==> src/rtl/nfc_pkg.sv <==
package nfc_pkg;

  typedef enum logic [1:0] {
    OP_CMD  = 2'd0,
    OP_ADDR = 2'd1,
    OP_WR   = 2'd2,
    OP_RD   = 2'd3
  } op_e;

  typedef enum logic [2:0] {
    PH_IDLE   = 3'd0,
    PH_SETUP  = 3'd1,
    PH_STROBE = 3'd2,
    PH_HOLD   = 3'd3,
    PH_RESP   = 3'd4
  } phase_e;

  function automatic int max3(input int a, input int b, input int c);
    int m;
    m = (a > b) ? a : b;
    return (m > c) ? m : c;
  endfunction

endpackage

==> src/rtl/nfc_cfg_regs.sv <==
module nfc_cfg_regs #(
  parameter int SETUP_W  = 2,
  parameter int STROBE_W = 3,
  parameter int HOLD_W   = 3
) (
  input  logic                clk,
  input  logic                rst_n,
  input  logic                tim_we,
  input  logic [SETUP_W-1:0]  setup_in,
  input  logic [STROBE_W-1:0] strobe_in,
  input  logic [HOLD_W-1:0]   hold_in,
  input  logic                ctl_we,
  input  logic                en_in,
  input  logic                ce_n_in,
  output logic [SETUP_W-1:0]  setup_q,
  output logic [STROBE_W-1:0] strobe_q,
  output logic [HOLD_W-1:0]   hold_q,
  output logic                en_q,
  output logic                ce_n_q
);

  // timing fields: safest (longest) values out of reset
  always_ff @(posedge clk or negedge rst_n) begin
    if (!rst_n) begin
      setup_q  <= '1;
      strobe_q <= '1;
      hold_q   <= '1;
    end else if (tim_we) begin
      setup_q  <= setup_in;
      strobe_q <= strobe_in;
      hold_q   <= hold_in;
    end
  end

  // control bits: disabled, chip deselected out of reset
  always_ff @(posedge clk or negedge rst_n) begin
    if (!rst_n) begin
      en_q   <= 1'b0;
      ce_n_q <= 1'b1;
    end else if (ctl_we) begin
      en_q   <= en_in;
      ce_n_q <= ce_n_in;
    end
  end

endmodule

==> src/rtl/nfc_rb_sync.sv <==
module nfc_rb_sync #(
  parameter int STAGES = 2
) (
  input  logic clk,
  input  logic rst_n,
  input  logic pin,
  output logic level
);

  logic [STAGES-1:0] chain_q;

  generate
    if (STAGES == 1) begin : g_one
      always_ff @(posedge clk or negedge rst_n) begin
        if (!rst_n) chain_q <= '0;
        else        chain_q <= pin;
      end
    end else begin : g_many
      always_ff @(posedge clk or negedge rst_n) begin
        if (!rst_n) chain_q <= '0;
        else        chain_q <= {chain_q[STAGES-2:0], pin};
      end
    end
  endgenerate

  assign level = chain_q[STAGES-1];

endmodule

==> src/rtl/nfc_phase_fsm.sv <==
module nfc_phase_fsm
  import nfc_pkg::*;
#(
  parameter int CNT_W = 3,
  parameter int BYTES = 4,
  localparam int IDX_W = (BYTES > 1) ? $clog2(BYTES) : 1
) (
  input  logic             clk,
  input  logic             rst_n,
  input  logic             en,
  input  logic [CNT_W-1:0] setup_cnt,
  input  logic [CNT_W-1:0] strobe_cnt,
  input  logic [CNT_W-1:0] hold_cnt,
  input  logic             req_valid,
  output logic             req_ready,
  input  op_e              req_op,
  input  logic             req_word,
  output logic             rsp_valid,
  input  logic             rsp_ready,
  output op_e              op_q,
  output logic [IDX_W-1:0] idx_q,
  output logic             active,
  output logic             strobe_on,
  output logic             cap,
  output logic             load
);

  phase_e           phase_q;
  logic [CNT_W-1:0] cnt_q;
  logic [IDX_W-1:0] last_q;
  logic             multi;
  logic             cnt_zero;

  assign req_ready = (phase_q == PH_IDLE) && en;
  assign load      = req_valid && req_ready;
  assign multi     = req_word && ((req_op == OP_WR) || (req_op == OP_RD));
  assign cnt_zero  = (cnt_q == '0);

  always_ff @(posedge clk or negedge rst_n) begin
    if (!rst_n) begin
      phase_q <= PH_IDLE;
      cnt_q   <= '0;
      idx_q   <= '0;
      last_q  <= '0;
      op_q    <= OP_CMD;
    end else begin
      case (phase_q)
        PH_IDLE: begin
          if (load) begin
            op_q    <= req_op;
            idx_q   <= '0;
            last_q  <= multi ? IDX_W'(BYTES - 1) : '0;
            cnt_q   <= setup_cnt;
            phase_q <= PH_SETUP;
          end
        end
        PH_SETUP: begin
          if (cnt_zero) begin
            cnt_q   <= strobe_cnt;
            phase_q <= PH_STROBE;
          end else begin
            cnt_q <= cnt_q - 1'b1;
          end
        end
        PH_STROBE: begin
          if (cnt_zero) begin
            cnt_q   <= hold_cnt;
            phase_q <= PH_HOLD;
          end else begin
            cnt_q <= cnt_q - 1'b1;
          end
        end
        PH_HOLD: begin
          if (!cnt_zero) begin
            cnt_q <= cnt_q - 1'b1;
          end else if (idx_q == last_q) begin
            phase_q <= PH_RESP;
          end else begin
            idx_q   <= idx_q + 1'b1;
            cnt_q   <= setup_cnt;
            phase_q <= PH_SETUP;
          end
        end
        PH_RESP: begin
          if (rsp_ready) phase_q <= PH_IDLE;
        end
        default: phase_q <= PH_IDLE;
      endcase
    end
  end

  assign active    = (phase_q == PH_SETUP) || (phase_q == PH_STROBE) ||
                     (phase_q == PH_HOLD);
  assign strobe_on = (phase_q == PH_STROBE);
  assign cap       = strobe_on && cnt_zero && (op_q == OP_RD);
  assign rsp_valid = (phase_q == PH_RESP);

endmodule

==> src/rtl/nfc_byte_lane.sv <==
module nfc_byte_lane #(
  parameter int BYTES = 4,
  localparam int DATA_W = 8 * BYTES,
  localparam int IDX_W  = (BYTES > 1) ? $clog2(BYTES) : 1
) (
  input  logic              clk,
  input  logic              rst_n,
  input  logic              load,
  input  logic [DATA_W-1:0] wdata,
  input  logic [IDX_W-1:0]  idx,
  input  logic              cap,
  input  logic [7:0]        dq_in,
  output logic [7:0]        tx_byte,
  output logic [DATA_W-1:0] rdata
);

  logic [DATA_W-1:0] wdata_q;
  logic [DATA_W-1:0] rdata_q;

  always_ff @(posedge clk or negedge rst_n) begin
    if (!rst_n)    wdata_q <= '0;
    else if (load) wdata_q <= wdata;
  end

  // receive side: one register per byte lane, cleared per request
  generate
    for (genvar g = 0; g < BYTES; g++) begin : g_lane
      always_ff @(posedge clk or negedge rst_n) begin
        if (!rst_n)
          rdata_q[8*g +: 8] <= '0;
        else if (load)
          rdata_q[8*g +: 8] <= '0;
        else if (cap && (idx == IDX_W'(g)))
          rdata_q[8*g +: 8] <= dq_in;
      end
    end
  endgenerate

  always_comb begin
    tx_byte = wdata_q[7:0];
    for (int b = 0; b < BYTES; b++) begin
      if (idx == IDX_W'(b)) tx_byte = wdata_q[8*b +: 8];
    end
  end

  assign rdata = rdata_q;

endmodule

==> src/rtl/nfc_seq.sv <==
module nfc_seq
  import nfc_pkg::*;
#(
  parameter int SETUP_W  = 2,
  parameter int STROBE_W = 3,
  parameter int HOLD_W   = 3,
  parameter int BYTES    = 4,
  parameter int SYNC_STAGES = 2
) (
  input  logic                clk,
  input  logic                rst_n,
  input  logic                cfg_tim_we,
  input  logic [SETUP_W-1:0]  cfg_setup_in,
  input  logic [STROBE_W-1:0] cfg_strobe_in,
  input  logic [HOLD_W-1:0]   cfg_hold_in,
  input  logic                cfg_ctl_we,
  input  logic                cfg_enable_in,
  input  logic                cfg_ce_n_in,
  input  logic                req_valid,
  output logic                req_ready,
  input  logic [1:0]          req_kind,
  input  logic                req_word,
  input  logic [8*BYTES-1:0]  req_wdata,
  output logic                rsp_valid,
  input  logic                rsp_ready,
  output logic [8*BYTES-1:0]  rsp_data,
  output logic                flash_ready,
  output logic                nand_ce_n,
  output logic                nand_cle,
  output logic                nand_ale,
  output logic                nand_we_n,
  output logic                nand_re_n,
  output logic [7:0]          nand_dq_o,
  output logic                nand_dq_oe,
  input  logic [7:0]          nand_dq_i,
  input  logic                nand_rb
);

  localparam int CNT_W = max3(SETUP_W, STROBE_W, HOLD_W);
  localparam int IDX_W = (BYTES > 1) ? $clog2(BYTES) : 1;

  logic [SETUP_W-1:0]  setup_q;
  logic [STROBE_W-1:0] strobe_q;
  logic [HOLD_W-1:0]   hold_q;
  logic                en_q;
  logic                ce_n_q;
  op_e                 op_q;
  logic [IDX_W-1:0]    idx;
  logic                active;
  logic                strobe_on;
  logic                cap;
  logic                load;
  logic                is_read;

  nfc_cfg_regs #(
    .SETUP_W (SETUP_W),
    .STROBE_W(STROBE_W),
    .HOLD_W  (HOLD_W)
  ) u_cfg (
    .clk      (clk),
    .rst_n    (rst_n),
    .tim_we   (cfg_tim_we),
    .setup_in (cfg_setup_in),
    .strobe_in(cfg_strobe_in),
    .hold_in  (cfg_hold_in),
    .ctl_we   (cfg_ctl_we),
    .en_in    (cfg_enable_in),
    .ce_n_in  (cfg_ce_n_in),
    .setup_q  (setup_q),
    .strobe_q (strobe_q),
    .hold_q   (hold_q),
    .en_q     (en_q),
    .ce_n_q   (ce_n_q)
  );

  nfc_phase_fsm #(
    .CNT_W(CNT_W),
    .BYTES(BYTES)
  ) u_fsm (
    .clk       (clk),
    .rst_n     (rst_n),
    .en        (en_q),
    .setup_cnt (CNT_W'(setup_q)),
    .strobe_cnt(CNT_W'(strobe_q)),
    .hold_cnt  (CNT_W'(hold_q)),
    .req_valid (req_valid),
    .req_ready (req_ready),
    .req_op    (op_e'(req_kind)),
    .req_word  (req_word),
    .rsp_valid (rsp_valid),
    .rsp_ready (rsp_ready),
    .op_q      (op_q),
    .idx_q     (idx),
    .active    (active),
    .strobe_on (strobe_on),
    .cap       (cap),
    .load      (load)
  );

  nfc_byte_lane #(
    .BYTES(BYTES)
  ) u_lane (
    .clk    (clk),
    .rst_n  (rst_n),
    .load   (load),
    .wdata  (req_wdata),
    .idx    (idx),
    .cap    (cap),
    .dq_in  (nand_dq_i),
    .tx_byte(nand_dq_o),
    .rdata  (rsp_data)
  );

  nfc_rb_sync #(
    .STAGES(SYNC_STAGES)
  ) u_rb (
    .clk  (clk),
    .rst_n(rst_n),
    .pin  (nand_rb),
    .level(flash_ready)
  );

  assign is_read    = (op_q == OP_RD);
  assign nand_ce_n  = ce_n_q;
  assign nand_cle   = active && (op_q == OP_CMD);
  assign nand_ale   = active && (op_q == OP_ADDR);
  assign nand_we_n  = !(strobe_on && !is_read);
  assign nand_re_n  = !(strobe_on && is_read);
  assign nand_dq_oe = active && !is_read;

endmodule

==> config.mk <==
export PLATFORM = sky130hd
export DESIGN_NAME = nfc_seq
export DESIGN_NICKNAME = d
export VERILOG_FILES = /design/src/rtl/nfc_pkg.sv /design/src/rtl/nfc_cfg_regs.sv /design/src/rtl/nfc_rb_sync.sv /design/src/rtl/nfc_phase_fsm.sv /design/src/rtl/nfc_byte_lane.sv /design/src/rtl/nfc_seq.sv
export SDC_FILE = /design/constraint.sdc
export NUM_CORES = 1
export LEC_CHECK = 0
export ABC_AREA = 1
export BUFFER_PORTS_ARGS = -buffer_cell sky130_fd_sc_hd__buf_2
export CAP_MARGIN = 10
export CORE_ASPECT_RATIO = 0.5
export CORE_MARGIN = 8
export CORE_UTILIZATION = 47
export DETAILED_ROUTE_END_ITERATION = 7
export PLACE_DENSITY = 0.75
export SYNTH_ARGS = -nofsm -noshare
export SYNTH_HDL_FRONTEND = slang
export SYNTH_SLANG_ARGS = --single-unit
==> constraint.sdc <==
create_clock -name clk -period 1.63 [get_ports clk]
set_input_delay 0.326 -clock clk [delete_from_list [all_inputs] [get_ports clk]]
set_output_delay 0.326 -clock clk [all_outputs]
set_load 0.005 [all_outputs]
==> results of run 1 <==
==> power groups by stage <==
stage | registers (uW) | logic, uW | clock network [uW]
after floorplan | 3370 | 2190 | 0
after global placement | 3480 | 3390 | 0
after detailed placement | 3470 | 3520 | 0
after CTS | 3480 | 3930 | 2060
after global routing | 3630 | 4680 | 2140
final | 3550 | 4230 | 2010
==> layout make-up <==
cell class,count,area share (%)
Clock buffer,9,4.10
Clock inverter,7,1.37
Inverter,21,1.53
Multi-Input combinational cell,331,33.4
Sequential cell,87,39.9
Tap cell,117,2.67
Timing Repair Buffer,149,17.0
==> synthesized netlist by cell type, drive strengths merged <==
library cell / count / area share, %
nand2: 164 / 17
dfrtp: 78 / 48
o21ai: 48 / 6.3
nand3: 44 / 5.6
nor2: 31 / 4.0
inv: 21 / 2.0
buf: 19 / 3.3
a21oi: 10 / 1.2
dfstp: 9 / 5.8
o21a: 8 / 1.5
o31ai: 8 / 1.5
ha: 6 / 1.8
mux2: 4 / 1.1
nor3: 3 / 0.37
nand4: 2 / 0.31
clkbuf: 1 / 0.092
nand3b: 1 / 0.18
o211ai: 1 / 0.18
xnor2: 1 / 0.21
==> worst min path at each step <==
| stage | from | to | cells after the start | slack [ns] |
|---|---|---|---|---|
| finish | nand_rb | u_rb.chain_q[0] | 1 | 0.09 |
| detailed placement | rst_n | u_fsm.cnt_q[1] | 1 | 0.29 |
| CTS | nand_rb | u_rb.chain_q[0] | 1 | 0.08 |
| floorplan | rst_n | u_cfg.en_q | 0 | 0.03 |
| global placement | rst_n | u_fsm.cnt_q[1] | 1 | 0.29 |
| global route | nand_rb | u_rb.chain_q[0] | 1 | 0.08 |
==> metal layers <==
layer  vias up  wire (um)  track usage (%)
met2       137       5280             31.4
met3        20        892             5.50
met1      1796       5120             23.5
li1       1792          -                -
met5         -          0                0
met4         0        140             5.85
==> state kept, by name (all words and copies together) (netlist names) <==
register	cells
u_lane.rdata	32
u_lane.wdata_q	32
u_cfg.hold_q	3
u_cfg.strobe_q	3
u_fsm.cnt_q	3
u_fsm.phase_q	3
u_cfg.setup_q	2
u_fsm.idx_q	2
u_fsm.op_q	2
u_rb.chain_q	2
u_cfg.ce_n_q	1
u_cfg.en_q	1
u_fsm.last_q	1
==> placed cells by master, fill, tap and decap left out, types with 6 or more instances in the layout <==
cell type  Yosys  routed
a21oi_1       10       7
buf_2         10     106
buf_4          2      28
buf_6          6      11
clkbuf_16      0       9
dfrtp_1       78      74
dfstp_2        9       9
inv_1         19      13
inv_2          1       6
nand2_1      155     152
nand2_4        8      11
nand3_1       42      42
nor2_1        26      22
o21a_1         8       8
o21ai_0       12      11
o21ai_1       31      32
==> cells by family (layout without fill, tap and decap cells) <==
group,count (synthesis),in the layout
fa+ha+maj,6,6
xor+xnor,1,1
buf+inv,41,186
compound gates,75,75
simple gates,245,245
mux,4,4
flops,87,87
==> what timing repair did <==
item                       in CTS  in global routing
hold buffers                    1                  0
pin swaps                       9                 10
gates resized for setup        33                 22
hold endpoints to repair       27                  0
buffers inserted               12                  3
setup endpoints to repair      14                 34
==> through the flow <==
stage                     power, uW  std cells  util, %  worst slack [ns]
after floorplan                5560        459        -            0.0104
after global placement         6870        689     56.8            -0.175
after detailed placement       6990        689     56.8            -0.288
after CTS                      9480        718     63.0            -0.423
after global routing          10500        721     64.2            -0.503
final                          9790        721     64.2            -0.445
==> results.py, run 1 <==
metrics = {
    "outcome": {
        "status": "complete, but fails checks",
        "violations": "setup timing",
    },
    "timing": {
        "tns_ns": -3.37,
        "period_share_pct": 127,
        "finalSetupViolCount": 8,
        "rsz0062_at_grt": "true",
        "finalHoldViolations": 0,
        "worst_pin_slew_ns": 0.421,
        "setup_slack_ns": -0.445,
        "whs_ns": 0.0936,
        "period_needed_ns": 2.07,
        "fmax_mhz": 482,
        "clock_skew_ns": 0.0111,
        "maxSlewViolCount": 0,
        "relSlewSlack_pct": 71.9,
    },
    "pwr": {
        "pwr-share-clk_pct": 20.6,
        "power_density_nw_per_um2": 1780,
        "pwr-share-comb_pct": 43.2,
        "p_sw_share_pct": 39.0,
        "seq_power_share_pct": 36.3,
        "p_int_uw": 5960,
        "vdd_drop_max_uv": 868,
        "power.leakage_uw": 0.00292,
        "power.switching_uw": 3820,
    },
    "clock_network": {
        "path_clk_slew_ns": 0.07,
        "cts_tree": "yes",
        "clock_latency_ns": 0.34,
        "cts_buffer_depth": 2,
        "cts_buffers": 9,
        "cts.sinks": 87,
        "cts_max_level": 3,
        "clk_root_buffer_cell": "clkbuf_16",
    },
    "setup_path": {
        "critPathLaunch": "u_fsm.idx_q[1]",
        "crit_end": "nand_dq_o[7]",
        "timing.rr.end": "u_lane.rdata[7]",
        "cp-start-kind": "flop",
        "ff2ff_path_depth": 8,
        "worstSetupPathType": "reg -> out",
        "slowest_stage": "dfrtp_1",
        "path_cells": "inv_2, ha_4, buf_6, nor2_1, o31ai_2, o21a_1, buf_2",
        "crit_buf_inv": 3,
        "endpoint_kind": "output pin",
        "r2r-start": "u_fsm.phase_q[2]",
        "r2r_slack_ns": 0.06,
        "critPathMaxStageDelay_ns": 0.43,
        "required_ns": 1.30,
        "path_depth": 7,
        "path_delay_family": "flip-flops",
        "critPathMaxFanout": 5,
        "crit_arrival_ns": 1.75,
    },
    "floorplanning": {
        "die_y_um": 81.9,
        "start_util_pct": 47.7,
        "die_width_um": 148,
        "rows": 24,
        "core_sq_um": 8560,
        "fp.dieArea_sq_um": 12100,
        "ios": 109,
    },
    "global_route": {
        "grt_pass1_wl_um": 18200,
        "grt_overflow": 0,
        "grtUsageTotal_pct": 18.8,
        "grt_pass1_vias": 3731,
        "grt_max_degree": 34,
        "antenna_found_initial": 0,
    },
    "logic_synthesis": {
        "netlist_area_sq_um": 4080,
        "synth_fp_nets": 525,
        "syn_area_per_cell_sq_um": 8.89,
        "ys_seq_area_share_pct": 53.6,
        "synth_top_family_by_area": "simple AND/OR/NAND/NOR gates",
        "synth_seq_cells": 87,
        "synthDistinctLibCells": 32,
        "synth_mux_area_share_pct": 1.10,
        "synth_compound_area_share_pct": 10.7,
        "synthAdderAreaFrac_pct": 1.84,
        "synthSimpleGateAreaFrac_pct": 27.1,
        "synth-xor-area-share_pct": 0.215,
        "yosysWarnings": 0,
        "netlist_instances": 459,
    },
    "placed_design": {
        "place.port_buffers": 108,
        "dp_hpwl_um": 7920,
        "place_area_sq_um": 4860,
        "place.gp.congestion": 0.866,
    },
    "drt": {
        "first_iter_violations": 296,
        "drt-wirelength-per-cell_um": 15.9,
        "vias_per_cell": 5.19,
        "drtAntennaViolNets": 0,
        "drc_errors": 0,
        "firstDrtPassIters": 5,
        "wl_um": 11400,
        "vias": 3745,
    },
    "cells_and_area": {
        "multi_input_area_sq_um": 1830,
        "areaGrowthSynthToFinish_pct": 34.6,
        "diodes": 0,
        "n_fill_cell": 698,
        "seqCellArea_sq_um": 2190,
        "layout-drive-gt1-share_pct": 38.1,
        "design_area_sq_um": 5490,
        "final_nets": 665,
    },
    "run": {
        "maxCapViolations": 0,
    },
    "hold_path": {
        "worstHoldPathType": "in -> reg",
    },
}
No activity file was read; power rests on OpenSTA's default activity.
==> run 2: changes to the inputs <==
- CAP_MARGIN: 10 -> not set
- RECOVER_POWER: not set -> 25
==> run 2 against run 1 <==
The flow still finishes with violations (setup timing); clock-buffer cell count did not move; combinational power barely moved; final area fell by 0.18%; fmax barely moved; critical endpoint unchanged.
==> results.py, run 2 (synthesized netlist as in run 1, its figures left out) <==
metrics = {
    "outcome": {
        "status": "complete, but fails checks",
        "violations": "setup timing",
    },
    "hold_path": {
        "worstHoldPathType": "in -> reg",
        "worstHoldStart": "nand_rb",
        "holdPathEnd": "u_rb.chain_q[0]",
        "hold_depth": 1,
    },
    "pwr": {
        "power_density_nw_per_um2": 1780,
        "seq_power_share_pct": 36.2,
        "pwr-share-comb_pct": 43.2,
        "p_int_uw": 5960,
        "power.switching_uw": 3820,
        "p_sw_share_pct": 39.1,
        "power.leakage_uw": 0.00292,
        "pwr-share-clk_pct": 20.6,
        "vdd_drop_max_uv": 870,
    },
    "setup_path": {
        "endpoint_kind": "output pin",
        "cp-start-kind": "flop",
        "ff2ff_path_depth": 8,
        "crit_arrival_ns": 1.75,
        "r2r-start": "u_fsm.phase_q[2]",
        "required_ns": 1.30,
        "timing.rr.end": "u_lane.rdata[7]",
        "worstSetupPathType": "reg -> out",
        "critPathMaxFanout": 5,
        "r2r_slack_ns": 0.06,
    },
    "cells_and_area": {
        "multi_input_area_sq_um": 1830,
        "seqCellArea_sq_um": 2190,
        "layout-drive-gt1-share_pct": 37.6,
        "diodes": 0,
        "n_fill_cell": 699,
        "fin_util_pct": 64.0,
        "final_cell_mix": "nand2_1, buf_2, dfrtp_1",
        "final_common_cell": "nand2_1",
        "areaGrowthSynthToFinish_pct": 34.3,
        "layout.cells.non_filler": 721,
        "final_nets": 665,
    },
    "timing": {
        "clock_skew_ns": 0.0118,
        "finalHoldViolations": 0,
        "relSlewSlack_pct": 45.0,
        "period_needed_ns": 2.07,
        "rsz0062_at_grt": "true",
        "setup_slack_ns": -0.443,
        "finalSetupViolCount": 8,
        "period_share_pct": 127,
        "whs_ns": 0.0941,
        "maxSlewViolCount": 0,
        "worst_pin_slew_ns": 0.826,
        "fmax_mhz": 482,
    },
    "floorplanning": {
        "ios": 109,
        "rows": 24,
        "die_y_um": 81.9,
        "fp.dieArea_sq_um": 12100,
        "core_sq_um": 8560,
        "start_util_pct": 47.7,
        "die_width_um": 148,
    },
    "clock_network": {
        "cts_tree": "yes",
        "cts.sinks": 87,
        "clock_latency_ns": 0.34,
        "path_clk_slew_ns": 0.07,
        "cts_buffer_depth": 2,
        "cts_buffers": 9,
        "cts_max_level": 3,
        "clk_root_buffer_cell": "clkbuf_16",
    },
    "drt": {
        "drtAntennaViolNets": 0,
        "firstDrtPassIters": 5,
        "first_iter_violations": 254,
        "wl_um": 11400,
        "drt-wirelength-per-cell_um": 15.9,
        "drc_errors": 0,
        "vias": 3755,
        "vias_per_cell": 5.21,
    },
    "global_route": {
        "antenna_found_initial": 0,
        "grt_overflow": 0,
        "grt_max_degree": 34,
        "grt_use_met2_pct": 31.4,
        "use_met3_pct": 5.50,
        "grt_util_met1_pct": 23.5,
        "grt.busiest_layer": "met2",
        "grtUsageTotal_pct": 18.8,
        "grt_pass1_vias": 3731,
        "grt_pass1_wl_um": 18200,
    },
    "placed_design": {
        "dp_hpwl_um": 7920,
        "place.gp.congestion": 0.866,
        "dp_cells": 689,
        "place.port_buffers": 108,
        "dp_slack_ns": -0.288,
    },
    "run": {
        "maxCapViolations": 0,
    },
}
[run 2: cell types whose count changed in the layout (fill, tap and decap cells not counted), sizes merged]
cell	change
clkbuf	+4
buf	-4
[run 2: stage by stage]
stage	power [uW]	setup TNS [ns]	area (sq um)
after floorplan	5560	0	4090
after global placement	6870	-1.24	4860
after detailed placement	6990	-2.04	4860
after CTS	9480	-3.10	5390
after global routing	10400	-3.99	5480
final	9780	-3.36	5480
[run 2: layer usage]
layer  vias to the layer above  wire (um)
met2                       150       5300
met4                         0        149
met3                        18       1030
li1                       1793          -
met1                      1794       4950
met5                         -          0
[run 2: power groups by stage]
stage	clock, uW	combinational [uW]	sequential, uW
3_5_place_dp	0	3520	3470
5_1_grt	2140	4680	3620
2_1_floorplan	0	2190	3370
4_1_cts	2060	3930	3480
6_report	2010	4220	3540
3_3_place_gp	0	3390	3480
[run 2: worst max-delay path by stage]
stage	startpoint	end	slack, ns	depth (start not counted)
2_1_floorplan	u_fsm.idx_q[1]	nand_dq_o[4]	0.01	7
3_3_place_gp	u_fsm.idx_q[1]	nand_dq_o[1]	-0.17	6
3_5_place_dp	u_fsm.idx_q[1]	nand_dq_o[0]	-0.29	6
4_1_cts	u_fsm.idx_q[1]	nand_dq_o[2]	-0.42	8
5_1_grt	u_fsm.idx_q[1]	nand_dq_o[7]	-0.50	7
6_report	u_fsm.idx_q[1]	nand_dq_o[7]	-0.44	7
[run 2: final cells by class]
| type | instances | share of cell area, % |
|---|---|---|
| Sequential cell | 87 | 40.0 |
| Inverter | 21 | 1.53 |
| Tap cell | 117 | 2.67 |
| Clock inverter | 7 | 1.37 |
| Timing Repair Buffer | 149 | 16.9 |
| Multi-Input combinational cell | 331 | 33.4 |
| Clock buffer | 9 | 4.11 |
[run 2: critical path: stages (launching register included)]
cell and delay [ns]:
dfrtp_1 0.43, inv_2 0.10, ha_4 0.18, buf_6 0.13, nor2_1 0.05, o31ai_2 0.25, o21a_1 0.16, buf_2 0.11
[run 2: what timing repair did]
action                                 4_1_cts  5_1_grt
gates resized for setup                     33       22
setup endpoints to repair                   14       34
setup buffers                               12        3
hold buffers                                 1        0
endpoints found under the hold margin       27        0
pin swaps                                    9       10
==> run 3: changes to the inputs <==
- SKIP_CTS_REPAIR_TIMING: not set -> 1
==> run 3 against run 2 <==
Sequential power about the same; first-iteration DRC count down 23%; total power down 1.8%; register-to-register slack better by 0.03 ns; global-route usage down 1.3 points; the flow still finishes with violations (setup timing); critical path depth down 1; largest power group unchanged; combinational power down 4%.
==> results.py, run 3 (synthesized netlist as in run 1, its figures left out) <==
metrics = {
    "floorplanning": {
        "die_width_um": 148,
        "rows": 24,
        "ios": 109,
        "core_sq_um": 8560,
        "fp.dieArea_sq_um": 12100,
        "start_util_pct": 47.7,
        "die_y_um": 81.9,
    },
    "setup_path": {
        "required_ns": 1.30,
        "endpoint_kind": "output pin",
        "cp-start-kind": "flop",
        "timing.rr.end": "u_lane.rdata[7]",
        "r2r_slack_ns": 0.09,
        "crit_arrival_ns": 1.71,
        "critPathMaxFanout": 10,
        "r2r-start": "u_fsm.phase_q[1]",
        "ff2ff_path_depth": 7,
        "worstSetupPathType": "reg -> out",
    },
    "pwr": {
        "vdd_drop_max_uv": 861,
        "power.leakage_uw": 0.00289,
        "power_density_nw_per_um2": 1770,
    },
    "drt": {
        "drc_errors": 0,
        "vias_per_cell": 5.07,
        "met1_length_um": 4990,
        "top_layer_used": "met4",
        "drt-wirelength-per-cell_um": 15.1,
        "drtAntennaViolNets": 0,
        "wl_um": 10800,
        "wl_met3_um": 798,
        "firstDrtPassIters": 5,
        "vias": 3630,
        "first_iter_violations": 196,
        "met2_length_um": 4910,
    },
    "timing": {
        "period_share_pct": 125,
        "finalHoldViolations": 0,
        "worst_pin_slew_ns": 0.826,
        "fmax_mhz": 492,
        "finalSetupViolCount": 9,
        "rsz0062_at_grt": "true",
        "setup_slack_ns": -0.401,
        "maxSlewViolCount": 0,
        "period_needed_ns": 2.03,
        "clock_skew_ns": 0.0129,
        "relSlewSlack_pct": 45.0,
    },
    "cells_and_area": {
        "diodes": 0,
        "areaGrowthSynthToFinish_pct": 32.9,
        "seqCellArea_sq_um": 2190,
        "multi_input_area_sq_um": 1820,
        "layout-drive-gt1-share_pct": 37.7,
        "n_fill_cell": 696,
        "final_cell_mix": "nand2_1, buf_2, dfrtp_1",
        "final_common_cell": "nand2_1",
        "final_nets": 660,
        "design_area_sq_um": 5420,
    },
    "outcome": {
        "violations": "setup timing",
        "status": "complete, but fails checks",
    },
    "global_route": {
        "grt_overflow": 0,
        "grt_pass1_wl_um": 17100,
        "grt_pass1_vias": 3500,
        "antenna_found_initial": 0,
        "grt_max_degree": 34,
        "grtUsageTotal_pct": 17.5,
    },
    "hold_path": {
        "worstHoldStart": "nand_rb",
        "worstHoldPathType": "in -> reg",
        "holdPathEnd": "u_rb.chain_q[0]",
        "hold_depth": 1,
    },
    "clock_network": {
        "cts_buffer_depth": 2,
        "clock_latency_ns": 0.34,
        "clk_root_buffer_cell": "clkbuf_16",
        "cts_buffers": 9,
        "path_clk_slew_ns": 0.07,
        "cts_tree": "yes",
        "cts.sinks": 87,
        "cts_max_level": 3,
    },
    "placed_design": {
        "place.port_buffers": 108,
        "dp_hpwl_um": 7920,
        "place.gp.congestion": 0.866,
        "place_area_sq_um": 4860,
        "dp_slack_ns": -0.288,
    },
    "run": {
        "maxCapViolations": 0,
    },
}
[run 3: changes by cell type in the layout (fill, tap and decap cells not counted), moves of 2 or more]
cell,before,now
o31ai_1,3,1
buf_6,11,4
nor2_2,3,7
nor2_1,22,18
o31ai_2,2,5
[run 3: how the worst max path moves through the flow]
stage                         startpoint      endpoint  slack (ns)  cells past startpoint
after CTS                 u_fsm.idx_q[1]  nand_dq_o[1]       -0.65                      6
after global placement    u_fsm.idx_q[1]  nand_dq_o[1]       -0.17                      6
final                     u_fsm.idx_q[0]  nand_dq_o[6]       -0.40                      6
after floorplan           u_fsm.idx_q[1]  nand_dq_o[4]        0.01                      7
after detailed placement  u_fsm.idx_q[1]  nand_dq_o[0]       -0.29                      6
after global routing      u_fsm.idx_q[1]  nand_dq_o[1]       -0.49                      5
[run 3: layout make-up]
class / instances / area share, %
sequential: 87 / 40.5
multi-input combinational: 331 / 33.6
timing repair buffer: 144 / 16.1
clock buffer: 9 / 4.15
tap: 117 / 2.70
inverter: 21 / 1.55
clock inverter: 7 / 1.38
[run 3: report_power, final]
group	switching (uW)	total, uW	internal (uW)
registers	596	3530	2930
clock network	927	2010	1080
logic	2180	4060	1880
[run 3: per-stage QoR]
step	instances	power, uW	setup TNS (ns)	utilization [%]	hold WS (ns)
2_1_floorplan	459	5560	0	-	0.0304
3_3_place_gp	689	6870	-1.24	56.8	0.293
3_5_place_dp	689	6990	-2.04	56.8	0.289
4_1_cts	705	9050	-5.29	60.3	-0.0779
5_1_grt	716	10300	-3.96	63.3	0.0800
6_report	716	9600	-3.12	63.3	0.0903
[run 3: layer usage]
| metal | vias up | track usage, % |
|---|---|---|
| met3 | 12 | 5.50 |
| li1 | 1779 | - |
| met2 | 111 | 28.1 |
| met5 | - | 0 |
| met1 | 1728 | 22.8 |
| met4 | 0 | 4.74 |
[run 3: critical path, cell delays in order, from the launching register on]
cell,delay (ns)
dfrtp_2,0.42
inv_2,0.07
ha_4,0.21
buf_4,0.17
o31ai_2,0.25
o21a_1,0.15
buf_2,0.10
